===== src/rtl/eeprom_ctrl_pkg.sv =====
package eeprom_ctrl_pkg;

  typedef enum logic [2:0] {
    ST_INIT, ST_IDLE, ST_RDPRE, ST_RD, ST_RDREC, ST_WRLO, ST_WRHI, ST_WRCYC
  } ctrl_state_e;

  typedef enum logic [2:0] {
    TM_INIT, TM_RD, TM_REC, TM_WLO, TM_WHI, TM_WCYC
  } tmr_sel_e;

  typedef struct packed {
    logic     takeReq;
    logic     capRead;
    logic     doneSet;
    logic     loadTmr;
    tmr_sel_e tmrSel;
    logic     driveBus;
    logic     ceN;
    logic     oeN;
    logic     weN;
  } dp_ctrl_t;

  function automatic int unsigned cycOf(input int unsigned ns, input int unsigned period);
    int unsigned c;
    c = (ns + period - 1) / period;
    return (c == 0) ? 1 : c;
  endfunction

  function automatic int unsigned maxOf(input int unsigned a, input int unsigned b);
    return (a > b) ? a : b;
  endfunction

endpackage


===== src/rtl/eeprom_ctrl_fsm.sv =====
module eeprom_ctrl_fsm
  import eeprom_ctrl_pkg::*;
(
  input  logic     clk,
  input  logic     rstN,
  input  logic     req,
  input  logic     rdWr,
  input  logic     tmrZero,
  output dp_ctrl_t ctl,
  output logic     busy
);

  ctrl_state_e state, stateNext;

  always_ff @(posedge clk) begin
    if (!rstN) state <= ST_INIT;
    else       state <= stateNext;
  end

  always_comb begin
    stateNext   = state;
    ctl         = '0;
    ctl.tmrSel  = TM_INIT;
    unique case (state)
      ST_INIT:  if (tmrZero) stateNext = ST_IDLE;
      ST_IDLE: begin
        if (req) begin
          ctl.takeReq = 1'b1;
          if (rdWr) begin
            stateNext = ST_RDPRE;
          end else begin
            stateNext   = ST_WRLO;
            ctl.loadTmr = 1'b1;
            ctl.tmrSel  = TM_WLO;
          end
        end
      end
      ST_RDPRE: begin
        stateNext   = ST_RD;
        ctl.loadTmr = 1'b1;
        ctl.tmrSel  = TM_RD;
      end
      ST_RD: begin
        if (tmrZero) begin
          stateNext   = ST_RDREC;
          ctl.capRead = 1'b1;
          ctl.doneSet = 1'b1;
          ctl.loadTmr = 1'b1;
          ctl.tmrSel  = TM_REC;
        end
      end
      ST_RDREC: if (tmrZero) stateNext = ST_IDLE;
      ST_WRLO: begin
        if (tmrZero) begin
          stateNext   = ST_WRHI;
          ctl.loadTmr = 1'b1;
          ctl.tmrSel  = TM_WHI;
        end
      end
      ST_WRHI: begin
        if (tmrZero) begin
          stateNext   = ST_WRCYC;
          ctl.loadTmr = 1'b1;
          ctl.tmrSel  = TM_WCYC;
        end
      end
      ST_WRCYC: begin
        if (tmrZero) begin
          stateNext   = ST_IDLE;
          ctl.doneSet = 1'b1;
        end
      end
      default: stateNext = ST_INIT;
    endcase

    // Strobes are decoded from the next state and registered in the datapath,
    // so the pins change exactly when the state does and never glitch.
    ctl.ceN      = !(stateNext inside {ST_RDPRE, ST_RD, ST_WRLO, ST_WRHI});
    ctl.oeN      = (stateNext != ST_RD);
    ctl.weN      = (stateNext != ST_WRLO);
    ctl.driveBus = (stateNext inside {ST_WRLO, ST_WRHI});
  end

  assign busy = (state != ST_IDLE);

endmodule


===== src/rtl/eeprom_ctrl_dp.sv =====
module eeprom_ctrl_dp
  import eeprom_ctrl_pkg::*;
#(
  parameter int ADDR_W   = 15,
  parameter int DATA_W   = 8,
  parameter int TMR_W    = 8,
  parameter int INIT_CYC = 4,
  parameter int RD_CYC   = 2,
  parameter int REC_CYC  = 1,
  parameter int WLO_CYC  = 2,
  parameter int WHI_CYC  = 1,
  parameter int WC_CYC   = 4
) (
  input  logic              clk,
  input  logic              rstN,
  input  dp_ctrl_t          ctl,
  input  logic [ADDR_W-1:0] addr,
  input  logic [DATA_W-1:0] wdata,
  input  logic [DATA_W-1:0] eeDataIn,
  output logic              tmrZero,
  output logic              ack,
  output logic              done,
  output logic [DATA_W-1:0] rdata,
  output logic              eeCeN,
  output logic              eeOeN,
  output logic              eeWeN,
  output logic [ADDR_W-1:0] eeAddr,
  output logic [DATA_W-1:0] eeDataOut,
  output logic              eeDataOe
);

  logic [TMR_W-1:0] tmr, ldVal;

  always_comb begin
    unique case (ctl.tmrSel)
      TM_RD:   ldVal = TMR_W'(RD_CYC - 1);
      TM_REC:  ldVal = TMR_W'(REC_CYC - 1);
      TM_WLO:  ldVal = TMR_W'(WLO_CYC - 1);
      TM_WHI:  ldVal = TMR_W'(WHI_CYC - 1);
      TM_WCYC: ldVal = TMR_W'(WC_CYC - 1);
      default: ldVal = TMR_W'(INIT_CYC - 1);
    endcase
  end

  always_ff @(posedge clk) begin
    if (!rstN)              tmr <= TMR_W'(INIT_CYC - 1);
    else if (ctl.loadTmr)   tmr <= ldVal;
    else if (tmr != '0)     tmr <= tmr - 1'b1;
  end

  assign tmrZero = (tmr == '0);

  always_ff @(posedge clk) begin
    if (!rstN) begin
      eeAddr    <= '0;
      eeDataOut <= '0;
      rdata     <= '0;
    end else begin
      if (ctl.takeReq) begin
        eeAddr    <= addr;
        eeDataOut <= wdata;
      end
      if (ctl.capRead) rdata <= eeDataIn;
    end
  end

  always_ff @(posedge clk) begin
    if (!rstN) begin
      eeCeN    <= 1'b1;
      eeOeN    <= 1'b1;
      eeWeN    <= 1'b1;
      eeDataOe <= 1'b0;
      ack      <= 1'b0;
      done     <= 1'b0;
    end else begin
      eeCeN    <= ctl.ceN;
      eeOeN    <= ctl.oeN;
      eeWeN    <= ctl.weN;
      eeDataOe <= ctl.driveBus;
      ack      <= ctl.takeReq;
      done     <= ctl.doneSet;
    end
  end

endmodule


===== src/rtl/eeprom_host_ctrl.sv =====
module eeprom_host_ctrl
  import eeprom_ctrl_pkg::*;
#(
  parameter int ADDR_W        = 15,
  parameter int DATA_W        = 8,
  parameter int CLK_PERIOD_NS = 8,
  parameter int T_ACC_NS      = 150,
  parameter int T_OE_NS       = 70,
  parameter int T_OFF_NS      = 50,
  parameter int T_WP_NS       = 100,
  parameter int T_DS_NS       = 50,
  parameter int T_DH_NS       = 10,
  parameter int T_WC_NS       = 5000000,
  parameter int T_INIT_NS     = 10000000
) (
  input  logic              clk,
  input  logic              rstN,
  input  logic              req,
  input  logic              rdWr,
  input  logic [ADDR_W-1:0] addr,
  input  logic [DATA_W-1:0] wdata,
  output logic              ack,
  output logic              busy,
  output logic              done,
  output logic [DATA_W-1:0] rdata,
  output logic              eeCeN,
  output logic              eeOeN,
  output logic              eeWeN,
  output logic [ADDR_W-1:0] eeAddr,
  output logic [DATA_W-1:0] eeDataOut,
  output logic              eeDataOe,
  input  logic [DATA_W-1:0] eeDataIn
);

  localparam int RD_CYC   = int'(maxOf(cycOf(T_ACC_NS, CLK_PERIOD_NS), cycOf(T_OE_NS, CLK_PERIOD_NS)));
  localparam int REC_CYC  = int'(cycOf(T_OFF_NS, CLK_PERIOD_NS));
  localparam int WLO_CYC  = int'(maxOf(cycOf(T_WP_NS, CLK_PERIOD_NS), cycOf(T_DS_NS, CLK_PERIOD_NS)));
  localparam int WHI_CYC  = int'(cycOf(T_DH_NS, CLK_PERIOD_NS));
  localparam int WC_CYC   = int'(cycOf(T_WC_NS, CLK_PERIOD_NS));
  localparam int INIT_CYC = int'(cycOf(T_INIT_NS, CLK_PERIOD_NS));
  localparam int MAX_CYC  = int'(maxOf(maxOf(maxOf(RD_CYC, REC_CYC), maxOf(WLO_CYC, WHI_CYC)),
                                       maxOf(WC_CYC, INIT_CYC)));
  localparam int TMR_W    = $clog2(MAX_CYC + 1);

  dp_ctrl_t ctl;
  logic     tmrZero;

  eeprom_ctrl_fsm i_fsm (
    .clk     (clk),
    .rstN    (rstN),
    .req     (req),
    .rdWr    (rdWr),
    .tmrZero (tmrZero),
    .ctl     (ctl),
    .busy    (busy)
  );

  eeprom_ctrl_dp #(
    .ADDR_W   (ADDR_W),
    .DATA_W   (DATA_W),
    .TMR_W    (TMR_W),
    .INIT_CYC (INIT_CYC),
    .RD_CYC   (RD_CYC),
    .REC_CYC  (REC_CYC),
    .WLO_CYC  (WLO_CYC),
    .WHI_CYC  (WHI_CYC),
    .WC_CYC   (WC_CYC)
  ) i_dp (
    .clk       (clk),
    .rstN      (rstN),
    .ctl       (ctl),
    .addr      (addr),
    .wdata     (wdata),
    .eeDataIn  (eeDataIn),
    .tmrZero   (tmrZero),
    .ack       (ack),
    .done      (done),
    .rdata     (rdata),
    .eeCeN     (eeCeN),
    .eeOeN     (eeOeN),
    .eeWeN     (eeWeN),
    .eeAddr    (eeAddr),
    .eeDataOut (eeDataOut),
    .eeDataOe  (eeDataOe)
  );

endmodule


===== config.mk =====
export PLATFORM = sky130hd
export DESIGN_NAME = eeprom_host_ctrl
export DESIGN_NICKNAME = d
export VERILOG_FILES = /design/src/rtl/eeprom_ctrl_pkg.sv /design/src/rtl/eeprom_ctrl_fsm.sv /design/src/rtl/eeprom_ctrl_dp.sv /design/src/rtl/eeprom_host_ctrl.sv
export SDC_FILE = /design/constraint.sdc
export NUM_CORES = 1
export LEC_CHECK = 0
export BUFFER_PORTS_ARGS = -buffer_cell sky130_fd_sc_hd__clkbuf_2
export CORE_ASPECT_RATIO = 0.7
export CORE_MARGIN = 3
export CORE_UTILIZATION = 53
export DETAILED_ROUTE_END_ITERATION = 16
export PLACE_DENSITY_LB_ADDON = 0.2
export SYNTH_ARGS = -nofsm -noshare
export SYNTH_HDL_FRONTEND = slang
export SYNTH_HIERARCHICAL = 1
export SYNTH_SLANG_ARGS = --single-unit
export TNS_END_PERCENT = 10

===== constraint.sdc =====
create_clock -name clk -period 3.9 [get_ports clk]
set_clock_uncertainty 0.1 [all_clocks]
set_input_delay 0.195 -clock clk [delete_from_list [all_inputs] [get_ports clk]]
set_output_delay 0.195 -clock clk [all_outputs]
set_load 0.005 [all_outputs]

Word level (Yosys, flattened, before mapping)
Index checks and enable logic that the tools add are counted.
W data, S select, Z words.
{ "word_totals": {"ff_bits": 61, "inputBits": 35} }
{ "op_classes": {"muxes": 21, "reduce_logical": 8, "n_eq_ne": 19, "add_sub_neg": 1} }
{ "op_table": {"columns": ["operator", "n"], "rows": [
  ["$pmux W21 S5", 1],
  ["$mux W21", 2],
  ["$eq A3 B3 Y1 const B", 8],
  ["$logic_not A21 Y1", 1],
  ["$reduce_bool A21 Y1", 1],
  ["$sub A21 B1 Y21 const B", 1],
  ["$pmux W4 S5", 1],
  ["$eq A3 B2 Y1 const B", 6],
  ["$mux W3", 6],
  ["$pmux W3 S6", 1],
  ["$mux W4", 4],
  ["$eq A3 B1 Y1 const B", 2],
  ["$mux W6", 1],
  ["$mux W1", 4],
  ["$reduce_bool A2 Y1", 2],
  ["$reduce_bool A4 Y1", 1],
  ["$logic_not A3 Y1", 1],
  ["$ne A3 B1 Y1 const B", 1],
  ["$ne A3 B2 Y1 const B", 1],
  ["$ne A3 B3 Y1 const B", 1],
  ["$reduce_or A3 Y1", 1],
  ["$pmux W1 S2", 1],
  ["$logic_not A1 Y1", 1]
]} }

Longest topological paths before layout
{ "logic_depth": {"word_depth": 6, "ltp_mapped": 15, "mapped_depth_nobuf": 13} }

By module
Netlist, hierarchy kept.
{ "modules_own_cells": {"columns": ["mod", "instances", "seq_area_each_um2", "cells_each", "area_each_um2"], "rows": [
  ["eeprom_ctrl_dp", 1, 1161.1, 262, 2539.9],
  ["eeprom_ctrl_fsm", 1, 60.1, 52, 340.3]
]} }

Least setup slack after synthesis
OpenSTA, ideal clock, no wires.
{ "synth_path": {"path_type": "reg-to-reg", "startpoint": "register i_dp.tmr[6]", "endpoint": "register i_dp.tmr[20]", "path_stages_with_launch": 14, "n_path_buf": 2, "required_ns": 3.649, "arrival_time_ns": 2.934, "setup_slack_ns": 0.716, "setup_time_ns": 0.151, "period_less_slack_ns": 3.184, "cell_sequence": "dfxtp_1 -> nor4_1 -> nand4_1 -> or2_2 -> inv_1 -> buf_2 -> nand2_1 -> a21oi_1 -> clkbuf_1 -> nor3_1 -> a21o_1 -> a21boi_0 -> o31a_1 -> a22oi_1"} }
{ "synth_rtl": {"columns": ["element", "line", "rtl"], "rows": [
  ["start: declaration", "eeprom_ctrl_dp.sv:32", "logic [TMR_W-1:0] tmr, ldVal;"],
  ["start signal: assignment", "eeprom_ctrl_dp.sv:46", "if (!rstN) tmr <= TMR_W'(INIT_CYC - 1);"],
  ["start signal: assignment", "eeprom_ctrl_dp.sv:47", "else if (ctl.loadTmr) tmr <= ldVal;"],
  ["start signal: assignment", "eeprom_ctrl_dp.sv:48", "else if (tmr != '0) tmr <= tmr - 1'b1;"]
]} }

==> summary.txt <==
Hold path
  • Hold path depth: 3
  • Hold path endpoint: i_dp/eeAddr[9]
  • HP Class: in -> reg
  • Hold Crit Start: addr[9]

Yosys
  • Seq/Total Area, Yosys: between 40 and 50%
  • Synth Warn #: 6
  • Post-synthesis net count: 351
  • Mapped cell area: just under 0.003 mm2
  • Avg Cell Area, Syn: roughly 9.2 um2
  • Mapped Cells: around 310
  • Synth Register Bits: 61
  • Distinct cells, synth: 46

Clock network
  • CTS tree: built
  • Bufs on Longest Clock Path: 2
  • Post-CTS Resized: 0
  • Num CTS Buffers: 9
  • Setup bufs post-CTS: 0
  • Clock transition at path regs: 70 ps
  • Worst-skew pair later-pin latency: 330 ps
  • CTS root buf: clkbuf_8
  • Htree depth: 3
  • Hold-fix buffers, CTS: 2
  • Clk sinks: 61

Cells and area
  • Fillers: between 300 and 400
  • # diodes: 0
  • Share of cells above drive strength 1: 26.7%
  • Final nets: between 400 and 500
  • Synth-to-layout area growth: 22.3%

STA
  • Hold Violations, Final: 0
  • Max-Slew Margin vs Limit: a little under half
  • Final min period: 3590 ps
  • Hold WS: about 18 ps
  • RSZ-0062 raised after global routing: false
  • Achievable frequency: between 200 and 300 MHz
  • Finish-stage setup viols: 0
  • Fin crit share: between 90 and 100%
  • Slew Limit Fails: 0
  • Worst-Margin Slew: 823 ps
  • Setup TNS: 0 ps

Detailed routing
  • Wire length per cell: 14.2 um
  • Via density: between 5 and 6
  • Number of routed nets with antenna violations: 0
  • Pre-Repair DR Iteration Count: 4
  • Number of DRC markers in iteration 0: 231
  • Drt total wl: about 6.6 mm
  • Residual DRC: 0
  • Via count: ~2500

Floorplanning
  • Initial Util: between 50% and 60%
  • IO Pins: 73
  • Die area: around 0.0064 mm2
  • Die width: ~94 um
  • Chip Height: roughly 68 um
  • # rows: 21
  • Core ar.: approximately 0.005 mm2

Critical path
  • Crit path max fanout: 12
  • R2r startpoint: i_dp/tmr[6]
  • Reg2Reg Depth: 12
  • R2R setup slack: about 310 ps
  • Reg2reg end: i_dp/tmr[20]
  • CP arrival: around 3700 ps
  • Crit Path Class: reg -> reg
  • Required time of the critical path: roughly 4000 ps
  • Critical Path End Type: flip-flop
  • CP startpoint kind: flip-flop

Pwr
  • Max VDD drop: 0.232 mV
  • Pwr/cell area: about 350 mW/mm2
  • Pleak: 1.32 nW
  • Power Total: between 1 and 1.5 mW

Global routing
  • Total grt overflow: 0
  • Largest net degree at the start of global routing: 51
  • GRT Util Overall: ~21%
  • Initial antenna violation count: 0
  • Number of global-route vias before repair: between 2000 and 2500
  • Global-route wire length before repair: roughly 11 mm

Flow run
  • Max-Cap Viols: 0

Placement
  • Buffers added on ports: slightly above 70
  • RD Place Congestion: ~0.9
  • DP HPWL: about 4.7 mm

Run status
  • Status: finished clean
-- layout make-up --
| type | instances | area (um2) | area share (%) |
|---|---|---|---|
| Clock inverter | 4 | 47.5 | 1.35 |
| Tap cell | 69 | 86.3 | 2.45 |
| Timing Repair Buffer | 80 | 425 | 12.1 |
| Inverter | 11 | 41.3 | 1.17 |
| Clock buffer | 11 | 151 | 4.30 |
| Multi-Input combinational cell | 226 | 1550 | 44.0 |
| Sequential cell | 61 | 1220 | 34.7 |
-- stage by stage --
stage / setup slack (ps) / cell area, um2 / utilization (%) / cells
finish: 310 / 3520 / 70.2 / 462
floorplan: 716 / 2880 / - / 314
global placement: 608 / 3300 / 65.8 / 445
detailed placement: 389 / 3300 / 65.8 / 445
global route: 125 / 3520 / 70.2 / 462
CTS: 376 / 3520 / 70.2 / 462
-- worst max-delay path, stage by stage, from the launching register on --
cell and delay (ps):
dfxtp_1 370, nor4_1 600, nand4_1 250, or2_2 420, inv_1 310, nor2b_1 130, o21ai_1 380, nor3_1 140
a21o_1 180, a21boi_0 200, buf_4 180, o31a_1 130, a22oi_1 70
-- sequential cells by signal, indices dropped and copies added (netlist names), 3 cells and up --
signal / flops
i_dp/tmr: 21
i_fsm/state: 3
i_dp/eeDataOut: 8
i_dp/rdata: 8
i_dp/eeAddr: 15
-- layer usage --
layer  vias to the layer above  wire, um  global-route usage [%]
met4                         0        55                    5.95
met3                         9       620                    8.91
met1                      1126      3110                    30.7
met2                       104      2790                    29.3
li1                       1241         -                       -
met5                         -         0                       0
-- report_power, final --
part           leakage (nW)  switching, mW  internal, mW
logic                 0.726         0.0233        0.0269
clock network         0.101          0.228         0.324
registers             0.492        0.00334         0.626
-- cells in the final DEF, fill, tap and decap left out, types with 4 or more instances in the layout --
| cell | count |
|---|---|
| clkbuf_2 | 72 |
| dfxtp_1 | 61 |
| nor2b_1 | 36 |
| mux2i_1 | 31 |
| nor2_1 | 20 |
| nand2_1 | 15 |
| clkbuf_8 | 11 |
| inv_1 | 11 |
| a21oi_1 | 10 |
| o21ai_0 | 9 |
| xnor2_1 | 8 |
| xor2_1 | 8 |
| o211ai_1 | 7 |
| and2_1 | 7 |
| o21ai_1 | 7 |
| nand2b_1 | 6 |
| buf_4 | 6 |
| nor4_1 | 5 |
| nand3b_1 | 5 |
| a31oi_1 | 5 |
| a21o_1 | 5 |
| nand3_1 | 4 |
-- kinds of logic after synthesis --
family,share of synthesized area [%]
fa+ha+maj,0.869
buf+inv,3.78
flops,42.4
compound gates,13.5
simple gates,23.8
mux,10.8
xor+xnor,4.87
-- worst max-delay path by stage --
stage,from,end
final,i_dp/tmr[6],i_dp/tmr[20]
after CTS,i_dp/tmr[6],i_dp/tmr[20]
after global routing,i_dp/tmr[6],i_dp/tmr[20]
after global placement,i_dp/tmr[6],i_dp/tmr[20]
after floorplan,i_dp/tmr[6],i_dp/tmr[20]
after detailed placement,i_dp/tmr[6],i_dp/tmr[20]
-- cell usage after synthesis, drive strengths merged --
cell type	instances	area, um2
dfxtp	61	1220
nor2b	36	225
mux2i	31	310
nor2	20	75.1
o21ai	17	88.8
nand2	15	56.3
clkbuf	12	45.0
inv	11	41.3
a21oi	10	50.1
xnor2	8	70.1
xor2	8	70.1
and2	7	43.8
o211ai	7	52.6
nand2b	6	37.5
nor4	6	43.8
a21o	5	37.5
a31oi	5	31.3
nand3b	5	37.5
buf	4	22.5
nand3	4	20.0
or4	4	42.5
nor3	3	15.0
o31ai	3	22.5
or2	3	18.8
and4b	2	20.0
ha	2	25.0
nand4	2	12.5
nor3b	2	25.0
o2111ai	2	17.5
o22ai	2	12.5
o311ai	2	17.5
a211oi	1	7.51
a21boi	1	7.51
a22oi	1	7.51
a32oi	1	8.76
and3	1	6.26
o21a	1	7.51
o21bai	1	11.3
o31a	1	8.76
or3	1	6.26
Note: power is estimated with default switching activity, not from simulation.
